## config.mk

```make
export PLATFORM = sky130hd
export DESIGN_NAME = dac_update_ctrl
export DESIGN_NICKNAME = d
export VERILOG_FILES = /design/src/rtl/dacu_pkg.sv /design/src/rtl/dacu_decode.sv /design/src/rtl/dacu_cfg.sv /design/src/rtl/dacu_chan.sv /design/src/rtl/dac_update_ctrl.sv
export SDC_FILE = /design/constraint.sdc
export NUM_CORES = 1
export LEC_CHECK = 0
export ABC_AREA = 1
export BUFFER_PORTS_ARGS = -buffer_cell sky130_fd_sc_hd__buf_2
export CORE_MARGIN = 3
export CORE_UTILIZATION = 50
export DETAILED_ROUTE_END_ITERATION = 12
export PLACE_DENSITY = 0.66
export SLEW_MARGIN = 20
export SYNTH_ARGS = -nofsm -noshare
export SYNTH_HDL_FRONTEND = slang
export SYNTH_SLANG_ARGS = --single-unit
```

## constraint.sdc

```tcl
create_clock -name clk -period 4.9 [get_ports clk]
set_input_delay 0.735 -clock clk [delete_from_list [all_inputs] [get_ports clk]]
set_output_delay 0.735 -clock clk [all_outputs]
set_load 0.05 [all_outputs]
```

## src/rtl/dacu_pkg.sv

```systemverilog
package dacu_pkg;
    localparam int unsigned ADDR_W = 6;

    localparam logic [ADDR_W-1:0] A_PAIR    = 6'h04;
    localparam logic [ADDR_W-1:0] A_BCMASK  = 6'h05;
    localparam logic [ADDR_W-1:0] A_MODE    = 6'h06;
    localparam logic [ADDR_W-1:0] A_PWDN    = 6'h09;
    localparam logic [ADDR_W-1:0] A_TRIG    = 6'h0E;
    localparam logic [ADDR_W-1:0] A_BCAST   = 6'h0F;
    localparam logic [ADDR_W-1:0] A_DATA0   = 6'h10;

    localparam int unsigned TRIG_LOAD_BIT = 4;
    localparam logic [3:0]  SRST_KEY      = 4'b1010;
endpackage

```

## src/rtl/dacu_decode.sv

```systemverilog
module dacu_decode
    import dacu_pkg::*;
#(
    parameter int unsigned NCH = 16
) (
    input  logic                wr_en,
    input  logic [ADDR_W-1:0]   wr_addr,
    input  logic [4:0]          trig,
    input  logic [NCH/2-1:0]    pair_en,
    output logic                sel_pair,
    output logic                sel_bcmask,
    output logic                sel_mode,
    output logic                sel_pwdn,
    output logic                bcast_go,
    output logic                load_go,
    output logic                srst_go,
    output logic [NCH-1:0]      chan_go
);
    logic trig_wr;

    always_comb begin
        trig_wr    = wr_en && (wr_addr == A_TRIG);
        srst_go    = trig_wr && (trig[3:0] == SRST_KEY);
        load_go    = trig_wr && trig[TRIG_LOAD_BIT] && !srst_go;
        sel_pair   = wr_en && (wr_addr == A_PAIR);
        sel_bcmask = wr_en && (wr_addr == A_BCMASK);
        sel_mode   = wr_en && (wr_addr == A_MODE);
        sel_pwdn   = wr_en && (wr_addr == A_PWDN);
        bcast_go   = wr_en && (wr_addr == A_BCAST);
    end

    for (genvar i = 0; i < NCH; i++) begin : g_ch
        logic hit;
        assign hit = wr_en && (wr_addr == A_DATA0 + ADDR_W'(i));
        if (i % 2 == 1) begin : g_odd
            // odd member of a joined pair drops its writes
            assign chan_go[i] = hit && !pair_en[i/2];
        end else begin : g_even
            assign chan_go[i] = hit;
        end
    end
endmodule

```

## src/rtl/dacu_cfg.sv

```systemverilog
module dacu_cfg #(
    parameter int unsigned NCH = 16
) (
    input  logic             clk,
    input  logic             rst_n,
    input  logic             srst,
    input  logic             sel_pair,
    input  logic             sel_bcmask,
    input  logic             sel_mode,
    input  logic             sel_pwdn,
    input  logic [NCH-1:0]   wdata,
    output logic [NCH/2-1:0] pair_en,
    output logic [NCH-1:0]   bc_mask,
    output logic [NCH-1:0]   sync_en,
    output logic [NCH-1:0]   pwdn
);
    typedef struct packed {
        logic [NCH/2-1:0] pair;
        logic [NCH-1:0]   bcm;
        logic [NCH-1:0]   mode;
        logic [NCH-1:0]   pd;
    } cfg_t;

    localparam cfg_t CFG_RST = '{pair: '0, bcm: '1, mode: '0, pd: '1};

    cfg_t cfg_d, cfg_q;

    always_comb begin
        cfg_d = cfg_q;
        if (srst) begin
            cfg_d = CFG_RST;
        end else begin
            if (sel_pair)   cfg_d.pair = wdata[NCH/2-1:0];
            if (sel_bcmask) cfg_d.bcm  = wdata;
            if (sel_mode)   cfg_d.mode = wdata;
            if (sel_pwdn)   cfg_d.pd   = wdata;
        end
    end

    always_ff @(posedge clk or negedge rst_n) begin
        if (!rst_n) cfg_q <= CFG_RST;
        else        cfg_q <= cfg_d;
    end

    assign pair_en = cfg_q.pair;
    assign bc_mask = cfg_q.bcm;
    assign sync_en = cfg_q.mode;
    assign pwdn    = cfg_q.pd;
endmodule

```

## src/rtl/dacu_chan.sv

```systemverilog
module dacu_chan #(
    parameter int unsigned DW = 16
) (
    input  logic          clk,
    input  logic          rst_n,
    input  logic          srst,
    input  logic          sync_en,
    input  logic          wr_go,
    input  logic          bc_go,
    input  logic          load_go,
    input  logic [DW-1:0] wdata,
    output logic [DW-1:0] code,
    output logic          loaded
);
    typedef struct packed {
        logic [DW-1:0] pend;
        logic [DW-1:0] act;
    } chan_t;

    chan_t st_d, st_q;
    logic  take;

    always_comb begin
        take   = wr_go || bc_go;
        st_d   = st_q;
        loaded = 1'b0;
        if (srst) begin
            st_d = '0;
        end else begin
            if (take) begin
                st_d.pend = wdata;
                if (!sync_en) begin
                    st_d.act = wdata;
                    loaded   = 1'b1;
                end
            end
            if (sync_en && load_go) begin
                st_d.act = st_q.pend;
                loaded   = 1'b1;
            end
        end
    end

    always_ff @(posedge clk or negedge rst_n) begin
        if (!rst_n) st_q <= '0;
        else        st_q <= st_d;
    end

    assign code = st_q.act;
endmodule

```

## src/rtl/dac_update_ctrl.sv

```systemverilog
module dac_update_ctrl
    import dacu_pkg::*;
#(
    parameter int unsigned NCH = 16,
    parameter int unsigned DW  = 16
) (
    input  logic              clk,
    input  logic              rst_n,
    input  logic              wr_en,
    input  logic [ADDR_W-1:0] wr_addr,
    input  logic [DW-1:0]     wr_data,
    output logic [NCH*DW-1:0] chan_code,
    output logic [NCH-1:0]    pwdn,
    output logic              busy
);
    logic             sel_pair, sel_bcmask, sel_mode, sel_pwdn;
    logic             bcast_go, load_go, srst_go;
    logic [NCH-1:0]   chan_go, bc_go, loaded;
    logic [NCH/2-1:0] pair_en;
    logic [NCH-1:0]   bc_mask, sync_en;
    logic             any_pair;

    dacu_decode #(.NCH(NCH)) u_dec (
        .wr_en      (wr_en),
        .wr_addr    (wr_addr),
        .trig       (wr_data[4:0]),
        .pair_en    (pair_en),
        .sel_pair   (sel_pair),
        .sel_bcmask (sel_bcmask),
        .sel_mode   (sel_mode),
        .sel_pwdn   (sel_pwdn),
        .bcast_go   (bcast_go),
        .load_go    (load_go),
        .srst_go    (srst_go),
        .chan_go    (chan_go)
    );

    dacu_cfg #(.NCH(NCH)) u_cfg (
        .clk        (clk),
        .rst_n      (rst_n),
        .srst       (srst_go),
        .sel_pair   (sel_pair),
        .sel_bcmask (sel_bcmask),
        .sel_mode   (sel_mode),
        .sel_pwdn   (sel_pwdn),
        .wdata      (wr_data[NCH-1:0]),
        .pair_en    (pair_en),
        .bc_mask    (bc_mask),
        .sync_en    (sync_en),
        .pwdn       (pwdn)
    );

    // broadcast is dropped entirely while any pair is joined
    assign any_pair = |pair_en;
    assign bc_go    = (bcast_go && !any_pair) ? bc_mask : '0;

    for (genvar i = 0; i < NCH; i++) begin : g_chan
        dacu_chan #(.DW(DW)) u_chan (
            .clk     (clk),
            .rst_n   (rst_n),
            .srst    (srst_go),
            .sync_en (sync_en[i]),
            .wr_go   (chan_go[i]),
            .bc_go   (bc_go[i]),
            .load_go (load_go),
            .wdata   (wr_data),
            .code    (chan_code[i*DW +: DW]),
            .loaded  (loaded[i])
        );
    end

    typedef struct packed {
        logic busy;
    } top_t;

    top_t top_d, top_q;

    always_comb begin
        top_d      = top_q;
        top_d.busy = |loaded;
    end

    always_ff @(posedge clk or negedge rst_n) begin
        if (!rst_n) top_q <= '0;
        else        top_q <= top_d;
    end

    assign busy = top_q.busy;
endmodule

```

After elaboration in Yosys (flattened, before gate mapping)
Cells that the tools add are included.

Equal/unequal tests: 39. Reductions and logical operators: 130. Muxes and demuxes: 134.

Operators with widths (count): $mux W32 (32); $mux W16 (36); $eq A6 B5 Y1 const B (16); $mux W1 (64); $mux W56 (1); $logic_and A1 B1 Y1 (50); $ne A3 B1 Y1 const B (16); $reduce_bool A3 Y1 (16); $reduce_bool A2 Y1 (20); $reduce_and A2 Y1 (16); $eq A6 B3 Y1 const B (3); $eq A6 B4 Y1 const B (3); $logic_or A1 B1 Y1 (16); $reduce_or A16 Y1 (1); $logic_not A1 Y1 (10); $mux W8 (1); $reduce_or A8 Y1 (1); $eq A4 B4 Y1 const B (1).

Word-level logic and storage cells: 340. Flip-flop bits (word level): 569. Output and inout bits: 273. Input port bits: 25.

Logic depth before layout (Yosys ltp)
Gate-level depths: netlist of the first run.

Depth in word-level cells: 9. Gate-level depth with buffers: 14. Gate-level depth less buffers: 12.

Modules after synthesis
From an unflattened synthesis of the first run, not the netlist that was laid out.

Cell total of the unflattened synthesis: 3854. Area total of the unflattened synthesis: 30499.3 um^2.

By module, submodules not included: dacu_chan (cells each 217, seq. area each 800.8 um^2, area each 1712.9 um^2, instances 16); dacu_cfg (cells each 245, seq. area each 1441.4 um^2, area each 2347.3 um^2, instances 1); dacu_decode (cells each 79, seq. area each 0.0 um^2, area each 391.6 um^2, instances 1); dac_update_ctrl (cells each 58, seq. area each 25.0 um^2, area each 354.1 um^2, instances 1).

Least setup slack after synthesis of the first run
No wires, ideal clock.

Path kind: input -> register. Start: in wr_addr[0]. End: reg g_chan[7].u_chan.st_q (netlist bit g_chan[7].u_chan.code[4]). Slack: 2701 ps. Required time: 4782 ps. Arrival: 2081 ps. Path buffers: 4. Cell stages on the path: 11. Library setup time: 118 ps. Cells stage by stage: inv_2 nand2_1 nor2_1 nand2_1 or2_1 buf_2 buf_4 buf_2 buf_1 nand3_1 nand2_1.

Longest elaborated chain between the ends: 8. Elaborated cells on any way between the ends: 20. Those cells by class: eq/ne: 4; mux: 3; reduce/logical: 13.

RTL lines: start: declaration (line dac_update_ctrl.sv:10) `input logic [ADDR_W-1:0] wr_addr,`; $eq A6 B4 Y1 (line dacu_decode.sv:22) `trig_wr = wr_en && (wr_addr == A_TRIG);`; $logic_and A1 B1 Y1 (line dacu_decode.sv:22); $logic_and A1 B1 Y1 (line dacu_decode.sv:23) `srst_go = trig_wr && (trig[3:0] == SRST_KEY);`; $logic_not A1 Y1 (line dacu_decode.sv:24) `load_go = trig_wr && trig[TRIG_LOAD_BIT] && !srst_go;`; $logic_and A1 B1 Y1 (line dacu_decode.sv:24); $logic_and A1 B1 Y1 (line dacu_chan.sv:37) `if (sync_en && load_go) begin`; $ne A3 B1 Y1 (no source line), or another cell as far along; $reduce_and A2 Y1 (no source line) / $mux W32 (equally long branches); end signal: assignment (line dacu_chan.sv:46) `else st_q <= st_d;`; end: declaration (line dacu_chan.sv:20) `chan_t st_d, st_q;`.

Several ways; a longest one is shown, not always the timed one. A chain may end at the register's enable or synchronous reset.

Worst setup path after layout of the first run
Start: in wr_data[3]. End: reg g_chan[8].u_chan.st_q (netlist bit g_chan[8].u_chan.code[12]).

Longest elaborated chain between the ends: 7. Elaborated cells on any way between the ends: 10. Those cells by class: eq/ne: 2; mux: 2; reduce/logical: 6.

RTL lines: start: declaration (line dac_update_ctrl.sv:11) `input logic [DW-1:0] wr_data,`; $eq A4 B4 Y1 (*) (line dacu_decode.sv:23); $logic_and A1 B1 Y1 (*) (line dacu_decode.sv:23); $logic_not A1 Y1 (line dacu_decode.sv:24); $logic_and A1 B1 Y1 (line dacu_decode.sv:24); $logic_and A1 B1 Y1 (line dacu_chan.sv:37); $ne A3 B1 Y1 (no source line), or another cell as far along; $reduce_and A2 Y1 (no source line) / $mux W32 (equally long branches); end signal: assignment (line dacu_chan.sv:46); end: declaration (line dacu_chan.sv:20).

Mark *: on every way between the ends. The rest lies on a longest branch, timed or not.

==> results of run 1 <==
## area by class of cell
class | count | area [um^2]
Fill cell | 4742 | 23300
Tap cell | 680 | 851
Sequential cell | 569 | 14300
Antenna cell | 4 | 10.0
Clock buffer | 84 | 1720
Timing Repair Buffer | 344 | 1930
Clock inverter | 23 | 348
Inverter | 215 | 807
Multi-Input combinational cell | 1810 | 8380
## flip-flops by register name, indices dropped and copies added, names as in the netlist
| name | count |
|---|---|
| busy | 1 |
| g_chan.u_chan.code | 256 |
| g_chan.u_chan.st_q | 256 |
| u_cfg.bc_mask | 16 |
| u_cfg.pair_en | 8 |
| u_cfg.pwdn | 16 |
| u_cfg.sync_en | 16 |
## synth_stat cells
cell type    n
nor2_2      17
nor2_4       3
a31oi_1     25
buf_2       77
nor3_4       1
buf_4      262
nand2_2     11
nand3_1    105
o21ai_0    446
clkinv_1     4
nand3_2      3
a21oi_1     14
inv_2       16
o21ai_1     42
nor2_8       1
clkbuf_1    84
o31ai_1      1
nor3_1       6
nand4_2      1
nand4_1      4
buf_6        5
dfrtp_1    537
o211ai_2     1
o22ai_1     43
inv_1      195
o211ai_1   123
mux2_2       1
nor2_1      81
or2_2        1
dfstp_2     32
or2_1        1
buf_1       10
nand2_1    879
## routing by layer
layer	vias up	track usage [%]
li1	9533	-
met1	10200	40.4
met2	949	43.6
met3	148	5.35
met4	6	9.31
met5	-	0
## power by group through the flow
stage	Sequential [mW]	Combinational [mW]	Clock, mW
global route	6.14	3.72	5.02
detailed placement	6.12	3.47	0
CTS	6.05	3.48	4.83
global placement	6.09	3.42	0
floorplan	6.07	3.08	0
finish	6.05	3.46	4.79
## through the flow
stage	cells	hold slack, ns
final	3729	0.0527
after global routing	3728	0.0743
after CTS	3724	0.306
after detailed placement	3617	0.464
after global placement	3617	0.460
after floorplan	3032	0.439
## worst paths after layout
path / from / endpoint / slack (ns)
min: rst_n / g_chan[0].u_chan.code[7] / 0.05
max: wr_data[3] / g_chan[8].u_chan.code[12] / 1.83
max in group asynchronous: rst_n / g_chan[4].u_chan.code[3] / 3.53
min reg2reg: g_chan[1].u_chan.code[10] / g_chan[1].u_chan.code[10] / 0.47
max reg2reg: u_cfg.pair_en[7] / g_chan[14].u_chan.code[0] / 1.88
min in group clk: g_chan[1].u_chan.code[10] / g_chan[1].u_chan.code[10] / 0.47
## kinds of logic after synthesis
family	Yosys count	synth area share, %
multiplexers	1	0.0429
buffers and inverters	653	13.6
AND/OR/NAND/NOR	1114	17.1
AO/OA/AOI/OAI	695	14.8
flip-flops	569	54.4
==> impl_results.md, run 1 <==
* TritonRoute pass-1 iters at 6
* FP Rows at 83
* Fin area at 28300 um^2
* Max clock buf depth at 3
* Port Buf Inserts at 297
* Top post-synthesis cells by area: dfrtp_1 (51%), nand2_1 (13%), o21ai_0 (8.5%)
* Layout cell share with drive strength beyond 1 at 17.4%
* Tcrit/Tclk final at 62.7%
* Setup_tns at 0 ns
* Wirelength per Cell at 21.4 um
* Slew Viols, Final at 0
* Initial antenna violation count at 7
* Post-DP Area at 26200 um^2
* Syn nets at 3057
* Largest net degree at the start of global routing at 126
* Commonest non-fill, non-tap cell in the layout: nand2_1
* TritonCTS clock tree: yes
* Chip height at 235 um
* WP depth at 9
* Flop pwr share at 42.3%
* Setup Fix Bufs, Post-CTS at 0
* Gr ovfl total at 0
* Vias in the first global route at 19800
* Met3 routed WL at 7010 um
* Worst Skew at 0.0214 ns
* Syn Std Cell Area at 26200 um^2
* Max FO, Critical Path at 32
* Starting DRC count in detailed routing at 2302
* Syn_area_per_cell at 8.65 um^2
* Pre-CTS setup slack at 1.27 ns
* Clk sinks at 569
* Unrepaired setup endpoints after global routing: false
* Crit path buf inv count at 2
* Family with the most delay on the worst path: simple AND/OR/NAND/NOR gates
* Worst Tran Pin Value at 1.10 ns
* First-pass GRT wire length at 121000 um
* Nets at 3023
* Slowest stage delay, CP at 0.65 ns
* Leakage at 14.7 nW
* Switching power at 5.10 mW
* Status: finished clean
* Setup WS post-layout at 1.83 ns
* CP max-delay cell: inv_1
* Die Wd at 235 um
* Post-CTS Hold Buffers at 0
* GRT Util Overall at 28.2%
* Slew HR at 26.7%
* Hold Path Class: input port to asynchronous set/reset pin
* M1 wire length at 33900 um
* Comb power frac at 24.2%
* WL met2 at 36400 um
* Die area at 55200 um^2
* Period minus WS final at 3.07 ns
* Yosys reg bits at 569
* Post-synth top area share at 51.2%
* DRC errors left at 0
* Clock slew at reported path FFs at 0.06 ns
* Synth cell types at 33
* Vias post-DR at 20900
* Clock latency on the worst-skew pair at 0.63 ns
* WP data required at 5.44 ns
* DP HPWL at 52500 um
* Register-to-Register Path Depth at 10
* Worst VDD drop at 0.000395 V
* Crit Path Class: input port to flop
* Antenna Nets Post-Route at 0
* Max-cap violation count at 0
* Most area-hungry cell type in the Yosys netlist: dfrtp_1
* Initial core utilization at 50.8%
* Setup crit start kind: input port
* Post-CTS sizing at 0
* PD cells at 505 nW/um^2
* Pwr Total at 14.3 mW
* Layout area overhead at 8.02%
* Yosys warnings at 0
* Sw frac at 35.7%
* Clock power share at 33.5%
* Num ports at 298
* Via-per-instance ratio at 5.59
* Cells after Synth at 3032
* Total CTS buffers at 58
* Clock Tree Root: clkbuf_16
* Register area share after synthesis at 54.4%
* Final WL at 79800 um
* Uppermost layer routed: met5
* Pint at 9.20 mW
* Placer Congestion at 0.901
* Fmax at 326 MHz
* Cell Chain, Critical Path: buf_2, nand4_1, nand4_2, nor2_1, inv_1, nand2_2, nor2_2, nand2_1, o21ai_0
* Fin. Hold Viols at 0
* Crit end category: flop
* Core Region at 51600 um^2
* Most frequent cells in the layout: nand2_1 (879), dfrtp_1 (537), o21ai_0 (446)
* Final Setup Violations at 0
* CTS H-Tree Depth at 2
* Final core occ at 54.9%
* Critical Path AT at 3.61 ns
Power figures use the tool's default switching activity.
==> inputs of run 2 (changes only) <==
==> constraint.sdc (replaced) <==
create_clock -name clk -period 2.91 [get_ports clk]
set_input_delay 0.4365 -clock clk [delete_from_list [all_inputs] [get_ports clk]]
set_output_delay 0.4365 -clock clk [all_outputs]
set_load 0.05 [all_outputs]
==> impl_results.md, run 2 (synthesized netlist as in run 1, its figures left out) <==
* Crit path buf inv count at 0 (-2)
* Max-cap violation count at 0 (unchanged)
* RR Startpoint: u_cfg.pair_en[2]
* Critical Path AT at 2.88 ns (-0.73 ns)
* Crit Path Class: flop to flop
* Fmax at 412 MHz
* Setup_tns at 0 ns (unchanged)
* Die area at 55200 um^2 (unchanged)
* Num ports at 298 (unchanged)
* Layout area overhead at 9.39%
* Hold Path Class: input port to flop
* Flop pwr share at 42.9% (+0.6 points)
* Crit end category: flop
* Fill count at 4716 (-0.55%)
* First-pass GRT wire length at 122000 um (+0.43%)
* Worst Tran Pin Value at 0.953 ns (-0.144 ns)
* Final WL at 79400 um (-0.54%)
* Clock slew at reported path FFs at 0.06 ns (about the same)
* Critical Path Source: u_cfg.pair_en[2]
* Port Buf Inserts at 297 (unchanged)
* Worst VDD drop at 0.000699 V (+77%)
* Slew HR at 36.4% (+9.7 points)
* Family with the most delay on the worst path: simple AND/OR/NAND/NOR gates
* Sw frac at 35.9% (+0.20 points)
* Layout cell share with drive strength beyond 1 at 18.8% (+1.3 points)
* Core Region at 51600 um^2 (unchanged)
* Clock latency on the worst-skew pair at 0.61 ns (-0.02 ns)
* Fin area at 28700 um^2 (+1.3%)
* DP HPWL at 53700 um (+2.4%)
* Switching power at 8.52 mW (+67%)
* Worst hold start: wr_data[0]
* Fin. Hold Viols at 0 (unchanged)
* Placed cells at 3668 (+1.4%)
* Cell Chain, Critical Path: nor2_1, nand2_1, nor2_2, nand3_1, nand2_1, nand2_1, nand2_2, nor2_2, nand2_1, o21ai_0
* FP Rows at 83 (unchanged)
* Die Wd at 235 um (unchanged)
* Worst Skew at 0.0170 ns (-0.00439 ns)
* Total CTS buffers at 58 (unchanged)
* Comb power frac at 24.7% (+0.5 points)
* Setup Fix Bufs, Post-CTS at 0 (unchanged)
* CTS H-Tree Depth at 2 (unchanged)
* Pre-CTS setup slack at 0.128 ns (-1.15 ns)
* Setup crit start kind: flop
* Slowest stage delay, CP at 0.57 ns (-0.08 ns)
* Leakage at 14.9 nW (+1.5%)
* Nets at 3074 (+1.7%)
* Post-DP Area at 26700 um^2 (+1.8%)
* CP max-delay cell: nor2_2
* Setup WS post-layout at 0.483 ns (-1.35 ns)
* Unrepaired setup endpoints after global routing: false
* Clk sinks at 569 (unchanged)
* Vias in the first global route at 20000 (+1.0%)
* Initial antenna violation count at 7 (unchanged)
* Max FO, Critical Path at 18 (-44%)
* Clock power share at 32.4% (-1.1 points)
* Tcrit/Tclk final at 83.4%
* Antenna Nets Post-Route at 0 (unchanged)
* Placer Congestion at 0.917 (+1.8%)
* Most frequent cells in the layout: nand2_1 (879), dfrtp_1 (537), o21ai_0 (446)
* Starting DRC count in detailed routing at 2380 (+3.4%)
* WP data required at 3.37 ns (-2.07 ns)
* Via-per-instance ratio at 5.55 (-0.83%)
* Clock Tree Root: clkbuf_16
* Slew Viols, Final at 0 (unchanged)
* Vias post-DR at 21000 (+0.53%)
* Most frequent CP cell: nand2_1
* Commonest non-fill, non-tap cell in the layout: nand2_1
* TritonCTS clock tree: yes
* PD cells at 828 nW/um^2 (+64%)
* Initial core utilization at 50.8% (unchanged)
* Status: finished clean
* Gr ovfl total at 0 (unchanged)
* Chip height at 235 um (unchanged)
* Pint at 15.2 mW (+65%)
* Largest net degree at the start of global routing at 97 (-23%)
* Max clock buf depth at 3 (unchanged)
* Period minus WS final at 2.43 ns
* Fin cells at 3780 (+1.4%)
* TritonRoute pass-1 iters at 8 (+2)
* Final Setup Violations at 0 (unchanged)
* Wirelength per Cell at 21.0 um (-1.9%)
* GRT Util Overall at 28.3% (+0.084 points)
* DRC errors left at 0 (unchanged)
## run 2: cell count changes in the layout (fill, tap and decap cells not counted), sizes merged
cell,delta
buf,+50
inv,-1
diode,-2
dlygate4sd3,+1
clkbuf,+1
clkinvlp,+3
clkinv,+3
bufinv,-4
## run 2: timing repair
item                      4_1_cts  5_1_grt
hold endpoints to repair       48        0
hold buffers                    1        0
gates resized for setup         0        0
## run 2: stage by stage
stage	power, mW	hold WS [ns]	utilization (%)
detailed placement	16.2	0.435	51.7
global route	24.8	0.255	55.6
CTS	23.9	0.209	55.6
finish	23.7	0.242	55.6
global placement	16.1	0.430	51.7
floorplan	15.4	0.141	-
## run 2: area by class of cell
type	count	area, um^2	share of cell area (%)
clock inverter	24	230	0.803
timing repair buffer	395	2380	8.31
multi-input combinational	1810	8380	29.2
inverter	215	807	2.81
sequential	569	14300	49.8
antenna	2	5.00	0.0174
tap	680	851	2.97
clock buffer	85	1750	6.09
## run 2: power groups by stage
stage	sequential [mW]	clock, mW	combinational [mW]
floorplan	10.2	0	5.18
global placement	10.3	0	5.79
detailed placement	10.3	0	5.87
CTS	10.2	7.77	5.90
global route	10.3	8.13	6.28
finish	10.2	7.69	5.86
## run 2: tightest hold or removal path, stage by stage
cell	delay [ns]
buf_2	0.19
nand2_1	0.09
o21ai_0	0.07
## run 2: path summary, 6_finish.rpt
path | end | slack [ns] | depth (start not counted)
setup / recovery | g_chan[14].u_chan.code[0] | 0.48 | 10
hold / removal | g_chan[15].u_chan.st_q[16] | 0.24 | 3
setup reg to reg | g_chan[14].u_chan.code[0] | 0.48 | 10
hold reg to reg | g_chan[6].u_chan.code[2] | 0.48 | 2
max in group asynchronous | g_chan[9].u_chan.code[12] | 1.60 | 4
min in group asynchronous | g_chan[0].u_chan.code[5] | 0.39 | 2
## run 2: layer usage
metal | vias to the layer above | track usage, % | share of wire [%]
li1 | 9647 | - | -
met1 | 10300 | 40.3 | 42
met2 | 917 | 43.7 | 46
met3 | 145 | 5.76 | 8.7
met4 | 4 | 9.20 | 3.1
met5 | - | 0 | 0.047
